**src/rtl/bmdma_pkg.sv**
```systemverilog
package bmdma_pkg;
    typedef enum logic [1:0] {CH_IDLE, CH_FETCH, CH_WAIT} ch_state_e;
    typedef enum logic [1:0] {SEL_NONE, SEL_CMD, SEL_STAT, SEL_PTR} reg_sel_e;

    localparam int CMD_START_BIT = 0;
    localparam int CMD_DIR_BIT   = 3;
    localparam int ST_ACTIVE_BIT = 0;
    localparam int ST_INT_BIT    = 2;
    localparam int WIN_BYTES     = 8;
    localparam int PTR_BYTES     = 4;
    localparam int DESC_SHIFT    = 3;
endpackage

```
**src/rtl/bmdma_decode.sv**
```systemverilog
module bmdma_decode
    import bmdma_pkg::*;
#(
    parameter int ADDR_W = 16,
    parameter logic [ADDR_W-1:0] BASE = 16'hC000,
    parameter int NCH = 2,
    localparam int CH_W = (NCH > 1) ? $clog2(NCH) : 1
) (
    input  logic              valid,
    input  logic [ADDR_W-1:0] addr,
    input  logic [1:0]        len_m1,
    output logic              hit,
    output logic [CH_W-1:0]   chan,
    output reg_sel_e          sel,
    output logic [1:0]        lane,
    output logic              bad
);
    logic [ADDR_W-1:0] rel;

    always_comb begin
        rel  = addr - BASE;
        hit  = valid && (addr >= BASE) && (rel < ADDR_W'(WIN_BYTES * NCH));
        chan = rel[3 +: CH_W];
        lane = rel[1:0];
        sel  = SEL_NONE;
        bad  = 1'b1;
        unique case (rel[2:0])
            3'd0: begin
                sel = SEL_CMD;
                bad = 1'b0;
            end
            3'd2: begin
                sel = SEL_STAT;
                bad = (len_m1 != 2'd0);
            end
            3'd4, 3'd5, 3'd6, 3'd7: begin
                sel = SEL_PTR;
                bad = ({1'b0, rel[1:0]} + {1'b0, len_m1}) > 3'd3;
            end
            default: begin
                sel = SEL_NONE;
                bad = 1'b1;
            end
        endcase
    end
endmodule

```
**src/rtl/bmdma_chan.sv**
```systemverilog
module bmdma_chan
    import bmdma_pkg::*;
#(
    parameter int PTR_W = 32,
    parameter int IDX_W = 8
) (
    input  logic             clk,
    input  logic             rst_n,
    input  logic             cmd_we,
    input  logic [7:0]       cmd_wdata,
    input  logic             stat_we,
    input  logic [7:0]       stat_wdata,
    input  logic [3:0]       ptr_be,
    input  logic [PTR_W-1:0] ptr_wdata,
    input  logic             grant,
    input  logic             done,
    input  logic             done_last,
    input  logic             irq_set,
    output logic [7:0]       cmd_q,
    output logic [7:0]       stat_q,
    output logic [PTR_W-1:0] ptr_q,
    output logic             req,
    output logic [PTR_W-1:0] req_addr,
    output logic             req_rd
);
    ch_state_e       state_q, state_d;
    logic [IDX_W-1:0] idx_q;
    logic             go, stop, step, fin;
    logic [7:0]       stat_d;

    always_comb begin
        go   = cmd_we && cmd_wdata[CMD_START_BIT] && (state_q == CH_IDLE);
        stop = cmd_we && !cmd_wdata[CMD_START_BIT];
        step = (state_q == CH_WAIT) && done && !done_last && !stop;
        fin  = (state_q == CH_WAIT) && done && done_last;
    end

    // next-state process
    always_comb begin
        state_d = state_q;
        if (stop) begin
            state_d = CH_IDLE;                       // STOP
        end else begin
            unique case (state_q)
                CH_IDLE:  if (go)    state_d = CH_FETCH;  // GO
                CH_FETCH: if (grant) state_d = CH_WAIT;   // GRANTED
                CH_WAIT: begin
                    if (fin)       state_d = CH_IDLE;     // FINISH
                    else if (step) state_d = CH_FETCH;    // NEXT
                end
                default: state_d = CH_IDLE;
            endcase
        end
    end

    always_ff @(posedge clk) begin
        if (!rst_n) state_q <= CH_IDLE;
        else        state_q <= state_d;
    end

    always_comb begin
        stat_d = stat_we ? stat_wdata : stat_q;
        if (go)             stat_d[ST_ACTIVE_BIT] = 1'b1;
        if (fin || stop)    stat_d[ST_ACTIVE_BIT] = 1'b0;
        if (fin || irq_set) stat_d[ST_INT_BIT]    = 1'b1;
    end

    always_ff @(posedge clk) begin
        if (!rst_n) begin
            cmd_q  <= '0;
            stat_q <= '0;
            ptr_q  <= '0;
            idx_q  <= '0;
        end else begin
            if (cmd_we) cmd_q <= cmd_wdata;
            stat_q <= stat_d;
            for (int b = 0; b < PTR_BYTES; b++) begin
                if (ptr_be[b]) ptr_q[8*b +: 8] <= ptr_wdata[8*b +: 8];
            end
            if (stop)      idx_q <= '0;
            else if (step) idx_q <= idx_q + 1'b1;
        end
    end

    // output process
    always_comb begin
        req      = (state_q == CH_FETCH);
        req_addr = ptr_q + PTR_W'({idx_q, {DESC_SHIFT{1'b0}}});
        req_rd   = cmd_q[CMD_DIR_BIT];
    end

    assert_go_active_R7: assert property (@(posedge clk) disable iff (!rst_n)
        (cmd_we && cmd_wdata[CMD_START_BIT] && state_q == CH_IDLE) |=> (stat_q[ST_ACTIVE_BIT] && req));

    assert_stop_rewind_R6: assert property (@(posedge clk) disable iff (!rst_n)
        (cmd_we && !cmd_wdata[CMD_START_BIT]) |=> (idx_q == '0 && !req && !stat_q[ST_ACTIVE_BIT]));

    assert_finish_flags_R8: assert property (@(posedge clk) disable iff (!rst_n)
        (state_q == CH_WAIT && done && done_last && !cmd_we) |=>
            (!stat_q[ST_ACTIVE_BIT] && stat_q[ST_INT_BIT] && state_q == CH_IDLE));

    assert_idle_done_ignored_R11: assert property (@(posedge clk) disable iff (!rst_n)
        (state_q == CH_IDLE && done && !stat_we && !irq_set && !cmd_we) |=>
            ($stable(stat_q) && $stable(idx_q) && state_q == CH_IDLE));
endmodule

```
**src/rtl/bmdma_regfile.sv**
```systemverilog
module bmdma_regfile
    import bmdma_pkg::*;
#(
    parameter int ADDR_W = 16,
    parameter logic [ADDR_W-1:0] BASE = 16'hC000,
    parameter int NCH = 2,
    parameter int IDX_W = 8,
    localparam int CH_W = (NCH > 1) ? $clog2(NCH) : 1,
    localparam int PTR_W = 8 * PTR_BYTES
) (
    input  logic              clk,
    input  logic              rst_n,
    input  logic              io_valid,
    input  logic              io_write,
    input  logic [ADDR_W-1:0] io_addr,
    input  logic [1:0]        io_len,
    input  logic [31:0]       io_wdata,
    output logic [31:0]       io_rdata,
    output logic              io_err,
    output logic              fetch_valid,
    input  logic              fetch_ready,
    output logic [31:0]       fetch_addr,
    output logic [CH_W-1:0]   fetch_chan,
    output logic              fetch_rd,
    input  logic              done_valid,
    input  logic [CH_W-1:0]   done_chan,
    input  logic              done_last,
    input  logic [NCH-1:0]    irq_set
);
    logic            hit, bad, acc_ok;
    logic [CH_W-1:0] chan;
    reg_sel_e        sel;
    logic [1:0]      lane;
    logic [3:0]      len_mask, ptr_be;
    logic [31:0]     lane_bits, ptr_wdata;

    bmdma_decode #(.ADDR_W(ADDR_W), .BASE(BASE), .NCH(NCH)) u_decode (
        .valid(io_valid), .addr(io_addr), .len_m1(io_len),
        .hit(hit), .chan(chan), .sel(sel), .lane(lane), .bad(bad)
    );

    always_comb begin
        unique case (io_len)
            2'd0:    len_mask = 4'b0001;
            2'd1:    len_mask = 4'b0011;
            2'd2:    len_mask = 4'b0111;
            default: len_mask = 4'b1111;
        endcase
        for (int b = 0; b < PTR_BYTES; b++) lane_bits[8*b +: 8] = {8{len_mask[b]}};
        acc_ok    = hit && !bad;
        io_err    = hit && bad;
        ptr_be    = (acc_ok && io_write && sel == SEL_PTR) ? 4'(len_mask << lane) : 4'b0000;
        ptr_wdata = io_wdata << {lane, 3'b000};
    end

    logic [7:0]       cmd_a  [NCH];
    logic [7:0]       stat_a [NCH];
    logic [PTR_W-1:0] ptr_a  [NCH];
    logic [PTR_W-1:0] raddr_a[NCH];
    logic [NCH-1:0]   req, rd_v, grant;
    logic [CH_W-1:0]  win;
    logic             any;

    always_comb begin
        win = '0;
        any = 1'b0;
        for (int i = NCH - 1; i >= 0; i--) begin
            if (req[i]) begin
                win = CH_W'(i);
                any = 1'b1;
            end
        end
    end

    for (genvar g = 0; g < NCH; g++) begin : g_ch
        logic sel_me;
        assign sel_me   = acc_ok && io_write && (chan == CH_W'(g));
        assign grant[g] = fetch_ready && any && (win == CH_W'(g));

        bmdma_chan #(.PTR_W(PTR_W), .IDX_W(IDX_W)) u_chan (
            .clk(clk), .rst_n(rst_n),
            .cmd_we(sel_me && sel == SEL_CMD), .cmd_wdata(io_wdata[7:0]),
            .stat_we(sel_me && sel == SEL_STAT), .stat_wdata(io_wdata[7:0]),
            .ptr_be((chan == CH_W'(g)) ? ptr_be : 4'b0000), .ptr_wdata(ptr_wdata),
            .grant(grant[g]),
            .done(done_valid && done_chan == CH_W'(g)), .done_last(done_last),
            .irq_set(irq_set[g]),
            .cmd_q(cmd_a[g]), .stat_q(stat_a[g]), .ptr_q(ptr_a[g]),
            .req(req[g]), .req_addr(raddr_a[g]), .req_rd(rd_v[g])
        );
    end

    always_comb begin
        fetch_valid = any;
        fetch_chan  = win;
        fetch_addr  = raddr_a[win];
        fetch_rd    = rd_v[win];
    end

    always_comb begin
        io_rdata = '0;
        if (acc_ok && !io_write) begin
            unique case (sel)
                SEL_CMD:  io_rdata = {24'b0, cmd_a[chan]};
                SEL_STAT: io_rdata = {24'b0, stat_a[chan]};
                SEL_PTR:  io_rdata = (ptr_a[chan] >> {lane, 3'b000}) & lane_bits;
                default:  io_rdata = '0;
            endcase
        end
    end

    always_comb begin
        if (io_err) begin
            assert_err_zero_R3: assert (io_rdata == '0);
        end
    end

    assert_grant_onehot_R10: assert property (@(posedge clk) disable iff (!rst_n)
        $onehot0(grant));

    assert_low_chan_first_R10: assert property (@(posedge clk) disable iff (!rst_n)
        req[0] |-> (fetch_valid && fetch_chan == '0));
endmodule

```
**config.mk**
```make
export PLATFORM = sky130hd
export DESIGN_NAME = bmdma_regfile
export DESIGN_NICKNAME = d
export VERILOG_FILES = /design/src/rtl/bmdma_pkg.sv /design/src/rtl/bmdma_decode.sv /design/src/rtl/bmdma_chan.sv /design/src/rtl/bmdma_regfile.sv
export SDC_FILE = /design/constraint.sdc
export NUM_CORES = 1
export LEC_CHECK = 0
export BUFFER_PORTS_ARGS = -buffer_cell sky130_fd_sc_hd__buf_4
export CORE_MARGIN = 2
export CORE_UTILIZATION = 58
export DETAILED_ROUTE_END_ITERATION = 6
export PLACE_DENSITY_LB_ADDON = 0.12
export SYNTH_ARGS = -nofsm -noshare
export SYNTH_HDL_FRONTEND = slang
export SYNTH_SLANG_ARGS = --single-unit
```
**constraint.sdc**
```tcl
create_clock -name clk -period 4.5 [get_ports clk]
set_input_delay 1.35 -clock clk [delete_from_list [all_inputs] [get_ports clk]]
set_output_delay 1.35 -clock clk [all_outputs]
set_load 0.02 [all_outputs]
```
# --- Word level (Yosys, flattened, before mapping) ---
# Cells that the tools add are included.
totals:
  input_bits: 60
  mem_count: 0
  ramBits: 0
  latchBits: 0
  regBits: 116
  out_inout_bits: 68
  mem_bits_ro: 0
classes:
  n_bitwise: 7
  magnitude_cmp: 6
  muxes: 41
  n_addsub: 6
  n_eq_ne: 20
  shift: 3
  n_mul: 0
  reduce_logical: 58
  n_div: 0
op_table:
  columns: ["operator", "count"]
  rows:
  - ["$mux W32", 7]
  - ["$pmux W32 S3", 1]
  - ["$add A32 B11 Y32", 2]
  - ["$mux W8", 6]
  - ["$and A32 B32 Y32", 1]
  - ["$logic_and A1 B1 Y1", 32]
  - ["$shl A32 B5 Y32", 1]
  - ["$shr A32 B5 Y32", 1]
  - ["$pmux W2 S3", 3]
  - ["$add A8 B1 Y8 const B", 2]
  - ["$ge A16 B16 Y1 const B", 1]
  - ["$lt A16 B5 Y1 const B", 1]
  - ["$mux W2", 8]
  - ["$sub A16 B16 Y16 const B", 1]
  - ["$eq A3 B3 Y1 const B", 4]
  - ["$mux W4", 3]
  - ["$pmux W4 S3", 1]
  - ["$eq A2 B2 Y1 const B", 5]
  - ["$reduce_bool A2 Y1", 5]
  - ["$mux W1", 9]
  - ["$eq A2 B1 Y1 const B", 4]
  - ["$ne A2 B1 Y1 const B", 4]
  - ["$reduce_or A2 Y1", 4]
  - ["$logic_not A1 Y1", 6]
  - ["16 further kinds", 29]

# --- Depth between registers and ports, before layout ---
depth:
  depth_word: 15
  depth_mapped: 10
  depth_no_buf: 9

# --- Cells and area by module ---
# From an unflattened synthesis, not the netlist that was laid out.
unflattened:
  cells_unflattened: 977
  hier_area_um2: 8866.0
by_module_without_submodules:
  columns: ["module", "cells_each", "seq_area_each_um2", "area_per_inst_um2", "n_inst"]
  rows:
  - ["bmdma_chan at g_ch[0].u_chan", 323, 1161.1, 3136.8, 1]
  - ["bmdma_chan at g_ch[1].u_chan", 327, 1161.1, 3134.3, 1]
  - ["bmdma_regfile", 311, 0.0, 2473.6, 1]
  - ["bmdma_decode", 16, 0.0, 121.4, 1]

# --- Worst setup path after synthesis ---
# No wires, ideal clock.
synth_path:
  path_kind: "input port to output port"
  from: "input port io_addr[1]"
  to: "output port io_rdata[26]"
  setup_slack_ps: 57
  t_arrival_ps: 3093
  cell_stages: 6
  path_buffers: 0
  path_cell_list: "ha_1 a311oi_2 o21ai_0 nor2_1 nand4_1 nor2b_1"
synth_between:
  elab_chain_cells: 9
synth_rtl:
  columns: ["item", "line_no", "source"]
  rows:
  - ["start, declared", "bmdma_regfile.sv:15", "input logic [ADDR_W-1:0] io_addr,"]
  - ["$sub A16 B16 Y16", "bmdma_decode.sv:21", "rel = addr - BASE;"]
  - ["$not A1 Y2 (implied by the code)", "bmdma_regfile.sv:106", "SEL_PTR: io_rdata = (ptr_a[chan] >> {lane, 3'b000}) & lane_bits;"]
  - ["$mux W32 (implied by the code) (3 in series)", "bmdma_regfile.sv:106", null]
  - ["$shr A32 B5 Y32", "bmdma_regfile.sv:106", null]
  - ["$and A32 B32 Y32", "bmdma_regfile.sv:106", null]
  - ["$pmux W32 S3", "bmdma_regfile.sv:103", "unique case (sel)"]
  - ["$mux W32 *", "bmdma_regfile.sv:102", "if (acc_ok && !io_write) begin"]
  - ["end, declared", "bmdma_regfile.sv:18", "output logic [31:0] io_rdata,"]
# Every way passes the cells marked *; elsewhere a longest branch is shown, timed or not. The select of a mux whose other input is x is not followed.

# --- Worst setup path in the final report ---
layout_path:
  from: "input port io_addr[1]"
  to: "output port io_rdata[17]"
# The elaborated chain is that of the path after synthesis.

==> results.toml <==
[status]
status = "complete, no violations"

[timing]
slew_violations = 0
period_share_pct = 97.8
setup_violations = 0
worstMarginPinSlew_ns = 0.980
skew_ns = 0.00728
rsz0062_at_grt = "false"
slew_headroom_pct = 34.4
timing.fmax_mhz = 227
tns_ns = 0
fin_crit_ns = 4.40
report.final.hold_viol_count = 0

[critical_path]
reg2regPathDepth = 6
r2r_start = "g_ch[0].u_chan.state_q[0]"
r2r_end = "g_ch[0].u_chan.idx_q[3]"
critPathKind = "in -> out"
required_ns = 3.15
cp_common_cell = "buf_4"
path_cells = "buf_4 > ha_1 > a311oi_2 > o21ai_1 > nor2_2 > nand3_1 > buf_4 > nor2b_1 > buf_4"
start_kind = "input port"
arrival_ns = 3.05
crit_path_top_delay_cell = "ha_1"
crit_buf_inv = 3
path_delay_family = "simple AND/OR/NAND/NOR gates"
critical_path.endpoint_type = "output port"
worstPathMaxFanout = 4
critPathMaxStageDelay_ns = 0.30
ff2ff_setup_slack_ns = 2.56

[min_path]
worstHoldStart = "g_ch[0].u_chan.stat_q[4]"
holdPathStages = 2
hold_end = "g_ch[0].u_chan.stat_q[4]"
hold_path.class = "reg -> reg"

[route]
drtAntennaViolNets = 0
wl_per_cell_um = 20.1
drt_iter0_markers = 1080
viasPerCell = 6.28
num_vias = 8677
dr.pass1.iters = 7
drc = 0
wirelength_um = 27800

[logic_synthesis]
synth_area_um2 = 8410
ys_seq_area_share_pct = 27.6
avgSynthCellArea_um2 = 7.85
netlist_instances = 1072
ys_ff_latch = 116
yosysUniqueCellTypes = 70
ys_async_sr_fraction_pct = 0
synthFlopType = "dfxtp_1"
syn_nets = 1153
synth-edff-count = 0
ys_warn_count = 0

[power_and_ir_drop]
internal-power_w = 0.00206
leakagePower_nw = 4.03
p_sw_w = 0.000658
peakVddDrop_uv = 369
power_frac_seq_pct = 37.8
power_frac_clock_pct = 53.8
p_per_area_nw_per_um2 = 265
combPwrFrac_pct = 8.4
swShare_pct = 24.2

[global_route]
antenna_found_initial = 0
grt_max_degree = 48
grt_first_pass_wirelength_um = 43200
track_usage_pct = 35.2
gr-total-overflow = 0
grt_pass1_vias = 7926

[clocking]
clockBufferDepth = 2
cts_buffers = 17
ctsHoldBuffers = 0
htreeDepth = 4
insertion_delay_ns = 0.43
cts.sinks = 116
clock-root-buffer = "clkbuf_16"
clkSlewWorstSetupHoldPaths_ns = 0.06
cts_tree = "done"

[floorplan]
core_area_um2 = 14400
dieArea_um2 = 15500
ios = 128
die_height_um = 124
die_w_um = 124
start_util_pct = 58.6
rows = 44

[finish]
synthToLayoutAreaGrowth_pct = 22.0
antenna_cells = 0
final_nets = 1266
final_common_cell = "buf_4"
drive_above_1_share_pct = 24.3
utilization_pct = 71.4
layout_common_cells = "169 x buf_4, 150 x nand2_1, 115 x dfxtp_1"

[job]
drv_cap = 0

[place]
port_buffers = 127
place_hpwl_um = 20600
place_congestion = 0.993
sequential cells by signal (all words and copies together), names as in the netlist:
signal,flops
g_ch.u_chan.cmd_q,16
g_ch.u_chan.idx_q,16
g_ch.u_chan.ptr_q,64
g_ch.u_chan.stat_q,16
g_ch.u_chan.state_q,4
per-stage QoR:
| step | area (um^2) | hold slack [ns] | std cells | total power [W] | worst slack, ns |
|---|---|---|---|---|---|
| finish | 10300 | 0.449 | 1382 | 0.00272 | 0.101 |
| global route | 10300 | 0.472 | 1382 | 0.00279 | 0.0246 |
| CTS | 10200 | 0.453 | 1382 | 0.00272 | 0.0370 |
| detailed placement | 9590 | 0.446 | 1350 | 0.00127 | 0.0430 |
| global placement | 9590 | 0.439 | 1350 | 0.00127 | 0.0893 |
| floorplan | 8410 | 0.431 | 1072 | 0.00118 | 0.0569 |
kinds of logic (layout without fill, tap and decap cells):
| group | count (synthesis) | in the layout | share of synthesized area [%] |
|---|---|---|---|
| mux | 115 | 115 | 15.8 |
| compound gates | 220 | 220 | 16.7 |
| flops | 116 | 116 | 27.6 |
| xor+xnor | 60 | 60 | 6.25 |
| buf+inv | 103 | 229 | 5.32 |
| simple gates | 437 | 437 | 25.0 |
| fa+ha+maj | 21 | 21 | 3.30 |
power groups by stage:
stage               combinational (W)  sequential [W]  clock, W
finish                       0.000228         0.00103   0.00146
floorplan                    0.000132         0.00105         0
CTS                          0.000222         0.00103   0.00146
global route                 0.000243         0.00103   0.00152
global placement             0.000218         0.00105         0
detailed placement           0.000220         0.00105         0
layer usage:
metal / global-route usage (%) / routed length, um / part of all wire [%] / up-vias
li1: - / - / - / 4056
met1: 50.2 / 12000 / 43 / 4125
met2: 54.6 / 12500 / 45 / 449
met3: 7.04 / 2690 / 9.7 / 47
met4: 9.52 / 580 / 2.1 / 0
met5: 0 / 0 / 0 / -
worst max path at each step:
stage	cells past startpoint	slack, ns	from	end
2_1_floorplan	6	0.06	io_addr[1]	io_rdata[26]
6_report	9	0.10	io_addr[1]	io_rdata[17]
3_5_place_dp	8	0.04	io_addr[1]	io_rdata[13]
4_1_cts	8	0.04	io_addr[1]	io_rdata[13]
3_3_place_gp	9	0.09	io_addr[1]	io_rdata[23]
5_1_grt	9	0.02	io_addr[1]	io_rdata[17]
worst register-to-register path, stage by stage, from the launching register on:
cell and delay, ns:
dfxtp_1 0.37, and4bb_2 0.36, nor2b_1 0.13, buf_4 0.19, nand4_1 0.14, or4b_2 0.62
nand2_1 0.08
final cells by class:
cell class / count / area (um^2)
multi-input cells: 853 / 5670
well taps: 184 / 230
repair buffers: 171 / 1300
clock inverters: 14 / 199
inverters: 26 / 97.6
fillers: 1219 / 4110
clock buffers: 18 / 439
flip-flops and latches: 116 / 2320
what timing repair did:
action,CTS,global route
gates resized for setup,0,12
buffers inserted,0,0
endpoints found under the hold margin,0,0
setup endpoints to repair,0,24
cell usage after synthesis (6+ instances only):
cell / count / area [um^2]
a211oi_1: 10 / 75.1
a21oi_1: 52 / 260
a22oi_1: 13 / 97.6
a31oi_1: 8 / 50.1
and2_1: 6 / 37.5
and3_1: 6 / 37.5
buf_1: 11 / 41.3
buf_2: 22 / 110
clkbuf_1: 39 / 146
dfxtp_1: 116 / 2320
ha_1: 19 / 238
inv_1: 24 / 90.1
mux2_2: 24 / 270
mux2i_1: 79 / 791
mux4_2: 12 / 270
nand2_1: 150 / 563
nand3_1: 88 / 440
nand3_2: 9 / 90.1
nand4_1: 17 / 106
nor2_1: 85 / 319
nor2b_1: 14 / 87.6
nor3_1: 19 / 95.1
nor4_1: 7 / 43.8
o2111ai_1: 6 / 52.6
o211ai_1: 8 / 60.1
o21ai_0: 58 / 290
o21ai_1: 13 / 65.1
o21ai_2: 16 / 140
o22ai_1: 9 / 56.3
or3_1: 6 / 37.5
xnor2_1: 27 / 236
xor2_1: 33 / 289
Note: power is estimated with default switching activity, not from simulation.
